**src/rtl/tsf_pkg.sv**
```systemverilog
package tsf_pkg;
  localparam int SLOT_W    = 17;
  localparam int PID_W     = 13;
  localparam int BIT_DROP  = 13;
  localparam int BIT_ORDER = 14;
  localparam int BIT_EN    = 15;
  localparam int BIT_PASS  = 16;
  localparam logic [7:0] SYNC_BYTE = 8'h47;
  localparam logic [SLOT_W-1:0] PARK_WORD  = 17'h01FFF;
  localparam logic [SLOT_W-1:0] BOOT_WORD0 = 17'h03FFF;
  localparam logic [SLOT_W-1:0] MASK_SLOT0 = 17'h1FFFF;
  localparam logic [SLOT_W-1:0] MASK_SLOTN = 17'h09FFF;

  typedef enum logic [2:0] {ST_IDLE, ST_HDR1, ST_HDR2, ST_FWD, ST_SKIP} fsm_t;

  function automatic logic [PID_W-1:0] pid_of(input logic [7:0] b1, input logic [7:0] b2);
    return {b1[4:0], b2};
  endfunction

  function automatic logic slot_hit(input logic [SLOT_W-1:0] w, input logic [PID_W-1:0] pid);
    return w[BIT_EN] && (w[PID_W-1:0] == pid);
  endfunction

  function automatic logic verdict(input logic drop, input logic pass, input logic any_hit);
    return !drop && (pass || any_hit);
  endfunction
endpackage

```
**src/rtl/tsf_slot_bank.sv**
```systemverilog
module tsf_slot_bank
  import tsf_pkg::*;
#(
  parameter int NSLOT = 8,
  localparam int AW = $clog2(NSLOT)
) (
  input  logic                          clk,
  input  logic                          rst_n,
  input  logic                          we,
  input  logic [AW-1:0]                 addr,
  input  logic [SLOT_W-1:0]             wdata,
  output logic [SLOT_W-1:0]             rdata,
  output logic [NSLOT-1:0][SLOT_W-1:0]  slots
);
  for (genvar i = 0; i < NSLOT; i++) begin : g_slot
    localparam logic [SLOT_W-1:0] KEEP = (i == 0) ? MASK_SLOT0 : MASK_SLOTN;
    localparam logic [SLOT_W-1:0] BOOT = (i == 0) ? BOOT_WORD0 : PARK_WORD;
    always_ff @(posedge clk or negedge rst_n) begin
      if (!rst_n)
        slots[i] <= BOOT;
      else if (we && (addr == AW'(i)))
        slots[i] <= wdata & KEEP;
    end
  end

  assign rdata = slots[addr];
endmodule

```
**src/rtl/tsf_pid_match.sv**
```systemverilog
module tsf_pid_match
  import tsf_pkg::*;
#(
  parameter int NSLOT = 8
) (
  input  logic [NSLOT-1:0][SLOT_W-1:0] slots,
  input  logic [PID_W-1:0]             pid,
  output logic                         accept
);
  logic [NSLOT-1:0] hits;

  for (genvar i = 0; i < NSLOT; i++) begin : g_cmp
    assign hits[i] = slot_hit(slots[i], pid);
  end

  assign accept = verdict(slots[0][BIT_DROP], slots[0][BIT_PASS], |hits);
endmodule

```
**src/rtl/tsf_out_queue.sv**
```systemverilog
module tsf_out_queue #(
  parameter int QDEPTH = 4,
  localparam int QAW = $clog2(QDEPTH),
  localparam int CW  = $clog2(QDEPTH + 1)
) (
  input  logic            clk,
  input  logic            rst_n,
  input  logic [1:0]      push_n,
  input  logic            push_sop,
  input  logic [2:0][7:0] push_bytes,
  output logic            out_valid,
  output logic            out_start,
  output logic [7:0]      out_data,
  output logic [CW-1:0]   count
);
  logic [QDEPTH-1:0][8:0] mem;
  logic [QAW-1:0]         wp, rp;
  logic                   pop;

  assign pop       = (count != '0);
  assign out_valid = pop;
  assign out_start = pop && mem[rp][8];
  assign out_data  = mem[rp][7:0];

  always_ff @(posedge clk or negedge rst_n) begin
    if (!rst_n) begin
      mem   <= '0;
      wp    <= '0;
      rp    <= '0;
      count <= '0;
    end else begin
      for (int k = 0; k < 3; k++) begin
        if (k < int'(push_n))
          mem[wp + QAW'(k)] <= {(k == 0) && push_sop, push_bytes[k]};
      end
      wp    <= wp + QAW'(push_n);
      rp    <= rp + QAW'(pop);
      count <= count + CW'(push_n) - CW'(pop);
    end
  end
endmodule

```
**src/rtl/ts_pid_filter.sv**
```systemverilog
module ts_pid_filter
  import tsf_pkg::*;
#(
  parameter int NSLOT   = 8,
  parameter int PKT_LEN = 188,
  parameter int QDEPTH  = 4,
  localparam int AW    = $clog2(NSLOT),
  localparam int CNT_W = $clog2(PKT_LEN),
  localparam int CW    = $clog2(QDEPTH + 1)
) (
  input  logic              clk,
  input  logic              rst_n,
  input  logic              in_valid,
  input  logic              in_start,
  input  logic [7:0]        in_data,
  input  logic              cfg_we,
  input  logic [AW-1:0]     cfg_addr,
  input  logic [SLOT_W-1:0] cfg_wdata,
  output logic [SLOT_W-1:0] cfg_rdata,
  output logic              out_valid,
  output logic              out_start,
  output logic [7:0]        out_data,
  output logic              out_order
);
  localparam logic [CNT_W-1:0] LAST_IDX = CNT_W'(PKT_LEN - 1);

  logic [NSLOT-1:0][SLOT_W-1:0] slots;
  fsm_t             state_q;
  logic [CNT_W-1:0] idx_q;
  logic [7:0]       hdr1_q;
  logic [PID_W-1:0] cur_pid;
  logic             accept;
  logic             decide_evt, accept_evt, drop_all, pass_all;
  logic [1:0]       push_n;
  logic             push_sop;
  logic [2:0][7:0]  push_bytes;
  logic [CW-1:0]    q_count;

  tsf_slot_bank #(.NSLOT(NSLOT)) u_bank (
    .clk(clk), .rst_n(rst_n), .we(cfg_we), .addr(cfg_addr),
    .wdata(cfg_wdata), .rdata(cfg_rdata), .slots(slots)
  );

  assign cur_pid = pid_of(hdr1_q, in_data);

  tsf_pid_match #(.NSLOT(NSLOT)) u_match (
    .slots(slots), .pid(cur_pid), .accept(accept)
  );

  assign drop_all   = slots[0][BIT_DROP];
  assign pass_all   = slots[0][BIT_PASS];
  assign out_order  = slots[0][BIT_ORDER];
  assign decide_evt = in_valid && !in_start && (state_q == ST_HDR2);
  assign accept_evt = decide_evt && accept;

  always_comb begin
    push_n     = 2'd0;
    push_sop   = 1'b0;
    push_bytes = {in_data, hdr1_q, SYNC_BYTE};
    if (accept_evt) begin
      push_n   = 2'd3;
      push_sop = 1'b1;
    end else if (in_valid && !in_start && state_q == ST_FWD) begin
      push_n     = 2'd1;
      push_bytes = {8'h00, 8'h00, in_data};
    end
  end

  always_ff @(posedge clk or negedge rst_n) begin
    if (!rst_n) begin
      state_q <= ST_IDLE;
      idx_q   <= '0;
      hdr1_q  <= '0;
    end else if (in_valid) begin
      if (in_start) begin
        state_q <= (in_data == SYNC_BYTE) ? ST_HDR1 : ST_IDLE;
        idx_q   <= CNT_W'(1);
      end else begin
        unique case (state_q)
          ST_IDLE: ;
          ST_HDR1: begin
            hdr1_q  <= in_data;
            state_q <= ST_HDR2;
            idx_q   <= CNT_W'(2);
          end
          ST_HDR2: begin
            state_q <= accept ? ST_FWD : ST_SKIP;
            idx_q   <= CNT_W'(3);
          end
          ST_FWD, ST_SKIP: begin
            if (idx_q == LAST_IDX) state_q <= ST_IDLE;
            idx_q <= idx_q + 1'b1;
          end
          default: state_q <= ST_IDLE;
        endcase
      end
    end
  end

  tsf_out_queue #(.QDEPTH(QDEPTH)) u_q (
    .clk(clk), .rst_n(rst_n), .push_n(push_n), .push_sop(push_sop),
    .push_bytes(push_bytes), .out_valid(out_valid), .out_start(out_start),
    .out_data(out_data), .count(q_count)
  );
endmodule

```
**config.mk**
```make
export PLATFORM = sky130hd
export DESIGN_NAME = ts_pid_filter
export DESIGN_NICKNAME = d
export VERILOG_FILES = /design/src/rtl/tsf_pkg.sv /design/src/rtl/tsf_slot_bank.sv /design/src/rtl/tsf_pid_match.sv /design/src/rtl/tsf_out_queue.sv /design/src/rtl/ts_pid_filter.sv
export SDC_FILE = /design/constraint.sdc
export NUM_CORES = 1
export LEC_CHECK = 0
export ABC_CLOCK_PERIOD_IN_PS = 4900
export CAP_MARGIN = 20
export CORE_AREA = 2 2 148 295
export DETAILED_ROUTE_END_ITERATION = 10
export DIE_AREA = 0 0 150 297
export SKIP_LAST_GASP = 1
export SLEW_MARGIN = 10
export SYNTH_ARGS = -nofsm -noshare
export SYNTH_HDL_FRONTEND = slang
export SYNTH_SLANG_ARGS = --single-unit
```
**constraint.sdc**
```tcl
create_clock -name clk -period 4.9 [get_ports clk]
set_input_delay 1.47 -clock clk [delete_from_list [all_inputs] [get_ports clk]]
set_output_delay 1.47 -clock clk [all_outputs]
set_load 0.01 [all_outputs]
```
# Word-level counts from Yosys, hierarchy flattened
# Index checks and enable logic that the tools add are counted.
[totals]
elab_cells = 125
output_inout_bits = 28
inputBits = 33
ff_bits = 177
[op_classes]
n_mux = 28
n_addsub = 7
order_cmp = 11
bitwise_logic = 1
n_reduce_logical = 37
n_eq_ne = 23
[ops]
columns = ["cell", "count"]
rows = [
  ["$bwmux W36", 3],
  ["$mux W36", 3],
  ["$eq A13 B13 Y1", 8],
  ["$demux W9 S2", 3],
  ["$bmux W17 S3", 1],
  ["$mux W24", 2],
  ["$mux W9", 4],
  ["$logic_and A1 B1 Y1", 25],
  ["$pmux W8 S3", 1],
  ["$bmux W9 S2", 1],
  ["$mux W17", 1],
  ["$eq A3 B3 Y1 const B", 5],
  ["$eq A3 B2 Y1 const B", 4],
  ["$lt A2 B3 Y1 const B", 4],
  ["$pmux W3 S4", 1],
  ["$mux W3", 3],
  ["$add A8 B1 Y8 const B", 1],
  ["$eq A8 B7 Y1 const B", 1],
  ["$eq A8 B8 Y1 const B", 1],
  ["$mux W8", 1],
  ["$reduce_or A8 Y1", 1],
  ["$eq A3 B1 Y1 const B", 2],
  ["$ge A2 B1 Y1 const B", 3],
  ["$logic_not A3 Y1", 2],
  ["other kinds (21)", 26],
]

# Depth between registers and ports, before layout
# Gate-level depths: netlist of run 1.
[depth]
ltp_word = 13
depth_mapped = 13
depth_no_buf = 10

# By module
# From an unflattened synthesis of run 1, not the netlist that was laid out.
[hier_totals]
cells_unflattened = 921
hier_area_um2 = 10847.9
[modules_own_cells]
columns = ["module", "cells_each", "seq_area_each_um2", "area_per_inst_um2", "instances"]
rows = [
  ["tsf_slot_bank", 386, 3009.1, 5615.4, 1],
  ["tsf_out_queue", 251, 1076.0, 2733.9, 1],
  ["tsf_pid_match", 160, 0.0, 1307.5, 1],
  ["ts_pid_filter", 124, 475.5, 1191.1, 1],
]

# Worst setup path before layout of run 1
# No wires, ideal clock.
[synth_path]
path_kind = "input port to output port"
from = "in cfg_addr[0]"
to = "out cfg_rdata[0]"
n_path_buf = 2
required_time_ps = 3430
arrival_ps = 3112
slack_ps = 318
path_stages = 4
path_cell_list = "clkbuf_1 buf_1 mux4_2 mux2_2"
[synth_between]
elab_chain_len = 2
[synth_lines]
columns = ["element", "line_no", "source"]
rows = [
  ["start, declared", "ts_pid_filter.sv:17", "input logic [AW-1:0] cfg_addr,"],
  ["$bmux W17 S3", "tsf_slot_bank.sv:26", "assign rdata = slots[addr];"],
  ["$mux W17 (implied by the code)", "tsf_slot_bank.sv:26", ""],
  ["end, declared", "ts_pid_filter.sv:19", "output logic [SLOT_W-1:0] cfg_rdata,"],
]
# Every way passes these cells. The select of a mux whose other input is x is not followed.

# Worst setup path after layout of run 1
[layout_path]
from = "in cfg_addr[2]"
to = "out cfg_rdata[16]"
# Same word-level chain as after synthesis.

==> metrics.yaml, run 1 <==
status: "finished clean"
async_reset_ff_share_pct: 100
reg2reg_depth: 10
dr_total_vias: 7902
die-height_um: 297
antenna_found_initial: 0
insertion_delay_ps: 440
nNetsFinal: 1005
synth_top_cell_area_share_pct: 26.4
port_buffers: 60
drt_wl_total_um: 31700
synthMuxAreaShare_pct: 22.9
die_w_um: 150
p_leak_nw: 4.71
cp.required_ps: 3430
grt_first_pass_wirelength_um: 49300
place.gp.congestion: 0.893
yosys.area_share.adder_pct: 0.790
grt_remaining_overflow: 0
ir_worst_vdd_v: 0.000231
netlist_area_um2: 10500
utilization_pct: 29.5
min_delay_path_depth: 1
cap_violations: 0
crit_type: "in -> out"
synth_edf_count: 0
cts_tree: "built"
worstReg2RegStart: "hdr1_q[0]$_DFFE_PN0P_"
synth_commonest_cells: "mux2_2 (135), dfstp_2 (105), xnor2_1 (86)"
hpwl_um: 23300
worstPathArrival_ps: 3300
fillers: 4401
drt_iter0_drc: 613
yosysMostFrequentCell: "mux2_2"
grt_util_all_layers_pct: 14.4
path_max_fanout: 3
maxSlewViolCount: 0
antenna_cells: 0
cts-root-buf: "clkbuf_16"
final_area_um2: 12500
drc: 0
synthTopCellsByArea: "dfstp_2 (26%), dfrtp_1 (17%), mux2_2 (15%), mux4_2 (8.0%), xnor2_1 (7.2%)"
r2r-end: "u_q.count[2]$_DFF_PN0_"
hp-class: "reg -> reg"
pwr-share-seq_pct: 43.6
start_kind: "input port"
power_mw: 5.72
slew_headroom_pct: 34.3
synth_top_area_cell: "dfstp_2"
p_int_mw: 3.67
fin_setup_tns_ps: 0
ioPinCount: 61
power_density_nw_per_um2: 458
synth_cell_type_count: 67
grt_max_degree: 103
cts_inserted_buffers: 17
viasPerCell: 5.19
synth_top_family_by_area: "multiplexers"
hold_viol: 0
max_slew.worst_pin.slew_ps: 986
grt_pass1_vias: 8096
switching_share_pct: 35.7
routedWlPerCell_um: 20.8
cts.sinks: 177
clkTransAtPathRegs_ps: 80
reg2reg_slack_ps: 1550
drtAntennaViolNets: 0
holdBufCountCts: 0
core_area_um2: 42300
synth_xor_area_share_pct: 9.30
yosys_register_bits: 177
synth-main-ff-cell: "dfstp_2"
period_minus_slack_ps: 4770
htreeDepth: 4
power.switching_mw: 2.04
initial_core_util_pct: 24.7
p_clk_share_pct: 24.1
ys_warn_count: 0
syn_nets: 939
area_growth_pct: 19.2
crit_path_end_kind: "output pin"
rsz0062_at_grt: "false"
place_area_um2: 11900
hp-start: "idx_q[7]$_DFFE_PN0P_"
synth.avg_cell_area_um2: 11.6
max_freq_ghz: 0.210
dieArea_um2: 44600
row_count: 107
synthCells: 900
drt_pass1_iterations: 7
post-route-period-util_pct: 97.3
synthSimpleGateAreaFrac_pct: 9.13
pwr-share-comb_pct: 32.3
drive_gt1_share_pct: 38.9
clock_path_buffers: 2
seq_area_frac_synth_pct: 43.6
synth_compound_area_share_pct: 10.2
clock_skew_ps: 14.0
setup_viol: 0
min_to: "idx_q[7]$_DFFE_PN0P_"
cell type report:
class	count	area, um^2	area share, %
clock buffers	19	453	3.63
inverters	24	90.1	0.722
flip-flops and latches	177	4560	36.6
clock inverters	13	129	1.03
multi-input cells	632	5490	44.0
well taps	545	682	5.47
repair buffers	114	1070	8.60
per-stage QoR:
stage               cells  hold slack, ps  setup WS (ps)
floorplan             900             446            318
global route         1524             517            122
CTS                  1523             501           21.7
finish               1524             501            133
global placement     1491             475           42.4
detailed placement   1491             483           27.6
cells in the final DEF, fill, tap and decap left out, drive strengths merged, types with 15 or more instances in the layout:
cell / count
inv: 35
xor2: 25
nand2: 61
nor2: 30
dfstp: 105
buf: 55
dfrtp: 72
clkbuf: 20
mux2: 135
nand4: 21
xnor2: 86
o22ai: 15
clkdlybuf4s50: 57
mux4: 37
a21oi: 30
o21ai: 29
registers in the layout, indices dropped and copies added (netlist names):
register / cells
hdr1_q: 8
idx_q: 8
state_q: 3
u_bank.slots: 115
u_q.count: 3
u_q.mem: 36
u_q.rp: 2
u_q.wp: 2
per-layer routing:
layer	global-route usage, %	vias to the layer above	part of all wire, %
met5	0	-	0
met4	4.60	0	2.9
met3	2.09	65	5.1
met2	23.9	324	50
met1	19.1	4072	42
li1	-	3441	-
critical path, cell delays in order:
cell	delay [ps]
clkdlybuf4s50_1	580
nor3_1	310
buf_4	180
and2_1	180
clkdlybuf4s50_1	570
repair_timing:
| action | 4_1_cts | 5_1_grt |
|---|---|---|
| setup buffers | 0 | 0 |
| gates resized for setup | 0 | 1 |
| endpoints found under the setup margin | 0 | 9 |
logic make-up (layout without fill, tap and decap cells):
kind of cell | Yosys count | after routing
compound gates | 151 | 151
flops | 177 | 177
xor+xnor | 111 | 111
mux | 176 | 176
buf+inv | 91 | 170
fa+ha+maj | 6 | 6
simple gates | 188 | 188
power groups by stage:
stage	clock, mW	combinational [mW]	sequential, mW
after floorplan	0	1.42	2.20
after global placement	0	1.79	2.49
after detailed placement	0	1.84	2.50
after CTS	1.40	1.85	2.47
after global routing	1.47	2.00	2.54
final	1.38	1.85	2.49
worst max path at each step:
stage / from / end / slack (ps) / cells past startpoint
final: cfg_addr[2] / cfg_rdata[16] / 130 / 5
after global routing: cfg_addr[2] / cfg_rdata[16] / 120 / 5
after CTS: cfg_addr[1] / cfg_rdata[3] / 20 / 5
after detailed placement: cfg_addr[1] / cfg_rdata[3] / 30 / 5
after global placement: cfg_addr[1] / cfg_rdata[7] / 40 / 5
after floorplan: cfg_addr[0] / cfg_rdata[0] / 320 / 4
Power figures use the tool's default switching activity.
==> inputs of run 2 (changes only) <==
- CORE_AREA: 2 2 148 295 -> 2 2 240 183
- DIE_AREA: 0 0 150 297 -> 0 0 242 185
==> metrics.yaml, run 2 (synthesized netlist as in run 1, its figures left out) <==
grt_first_pass_wirelength_um: 48800
fin_setup_tns_ps: 0
grt_use_met2_pct: 21.2
cts_inserted_buffers: 17
status: "finished clean"
die_w_um: 242
ff_latch_area_um2: 4560
rsz0062_at_grt: "false"
viasPerCell: 5.06
maxSlewViolCount: 0
crit_type: "in -> out"
final_area_um2: 12500
met1_usage_pct: 20.2
worstPathArrival_ps: 3340
hpwl_um: 23200
multi_input_area_um2: 5490
reg2reg_slack_ps: 1590
fin_cells: 1555
start_kind: "input port"
insertion_delay_ps: 440
clock_skew_ps: 20.1
drt_wl_total_um: 31400
crit_slowest_cell: "mux4_2"
grt_max_degree: 77
ir_worst_vdd_v: 0.000283
drt_iter0_drc: 648
period_minus_slack_ps: 4810
grt.met3_usage_pct: 2.20
hold_viol: 0
ioPinCount: 61
cts-root-buf: "clkbuf_16"
drtAntennaViolNets: 0
largest_reg_flops: 115
cts_setup_buffers: 0
clock_path_buffers: 2
dp_cells: 1522
power_density_nw_per_um2: 460
clkTransAtPathRegs_ps: 70
post-route-period-util_pct: 98.1
power_mw: 5.77
reg_top3: "u_bank.slots: 115 flops, u_q.mem: 36 flops"
nNetsFinal: 1002
htreeDepth: 4
drive_gt1_share_pct: 38.7
grt-busiest-layer: "met2"
drt_pass1_iterations: 5
max_freq_ghz: 0.208
slew_headroom_pct: 46.6
dieArea_um2: 44800
place_area_um2: 11900
cp.required_ps: 3430
crit_path_end_kind: "output pin"
routedWlPerCell_um: 20.2
cts_tree: "built"
path_max_fanout: 10
grt_pass1_vias: 7920
die-height_um: 185
crit_path_max_incr_delay_ps: 520
grt_util_all_layers_pct: 14.1
p_leak_nw: 4.69
initial_core_util_pct: 24.5
drc: 0
crit_buf_inv: 3
port_buffers: 60
hold_slack_ps: 487
grt_remaining_overflow: 0
cts.sinks: 177
antenna_found_initial: 1
final_common_cell: "mux2_2"
hp-class: "reg -> reg"
final_cell_mix: "mux2_2 (135), dfstp_2 (105), xnor2_1 (86)"
crit_chain: "buf_2 > buf_4 > mux4_2 > mux2_2 > clkdlybuf4s50_1"
setup_viol: 0
top_register: "u_bank.slots"
crit_family: "buffers and inverters"
fillers: 4389
row_count: 66
dr_total_vias: 7871
cap_violations: 0
place.gp.congestion: 0.900
core_area_um2: 42600
max_slew.worst_pin.slew_ps: 797
area_growth_pct: 19.8
-- run 2: area by class of cell --
class | count | share of cell area (%)
multi-input cells | 632 | 43.8
clock buffers | 17 | 3.40
repair buffers | 111 | 8.21
clock inverters | 15 | 1.67
well taps | 578 | 5.77
inverters | 24 | 0.719
flip-flops and latches | 177 | 36.4
diodes | 1 | 0.0200
-- run 2: worst register-to-register path, stage by stage, from the launching register on --
cell	delay, ps
dfrtp_1	860
xnor2_1	160
nand4_1	120
nor4_1	60
or4_4	570
o31ai_4	370
nand2_1	150
ha_1	250
fa_1	380
xnor2_1	180
xnor2_1	140
-- run 2: path summary, 6_finish.rpt --
| check | from | end | cells past startpoint |
|---|---|---|---|
| max in group asynchronous | rst_n | u_bank.slots[13]$_DFFE_PN1P_ | 2 |
| worst min-delay path | idx_q[7]$_DFFE_PN0P_ | idx_q[7]$_DFFE_PN0P_ | 1 |
| min in group asynchronous | rst_n | u_bank.slots[117]$_DFFE_PN0P_ | 1 |
| worst min register to register | idx_q[7]$_DFFE_PN0P_ | idx_q[7]$_DFFE_PN0P_ | 1 |
| worst max register to register | hdr1_q[1]$_DFFE_PN0P_ | u_q.count[2]$_DFF_PN0_ | 10 |
| worst max-delay path | cfg_addr[0] | cfg_rdata[4] | 5 |
-- run 2: timing repair --
action                                  in CTS  in global routing
endpoints found under the setup margin       1                  0
hold buffers                                 0                  0
gates resized for setup                      1                  0
-- run 2: metrics by stage --
| stage | utilization (%) | worst slack (ps) |
|---|---|---|
| 6_report | 29.4 | 91.4 |
| 5_1_grt | 29.4 | 9.72 |
| 4_1_cts | 29.4 | 65.1 |
| 3_5_place_dp | 27.9 | 8.84 |
| 3_3_place_gp | 27.9 | 3.92 |
| 2_1_floorplan | - | 318 |
-- run 2: per-layer routing --
layer,part of all wire [%],up-vias
li1,-,3462
met1,46,4047
met2,44,303
met3,6.2,59
met4,3.4,0
met5,0,-
-- run 2: report_power, final --
group,switching (mW),internal [mW]
registers,0.539,1.96
clock network,0.724,0.711
logic,0.830,0.999
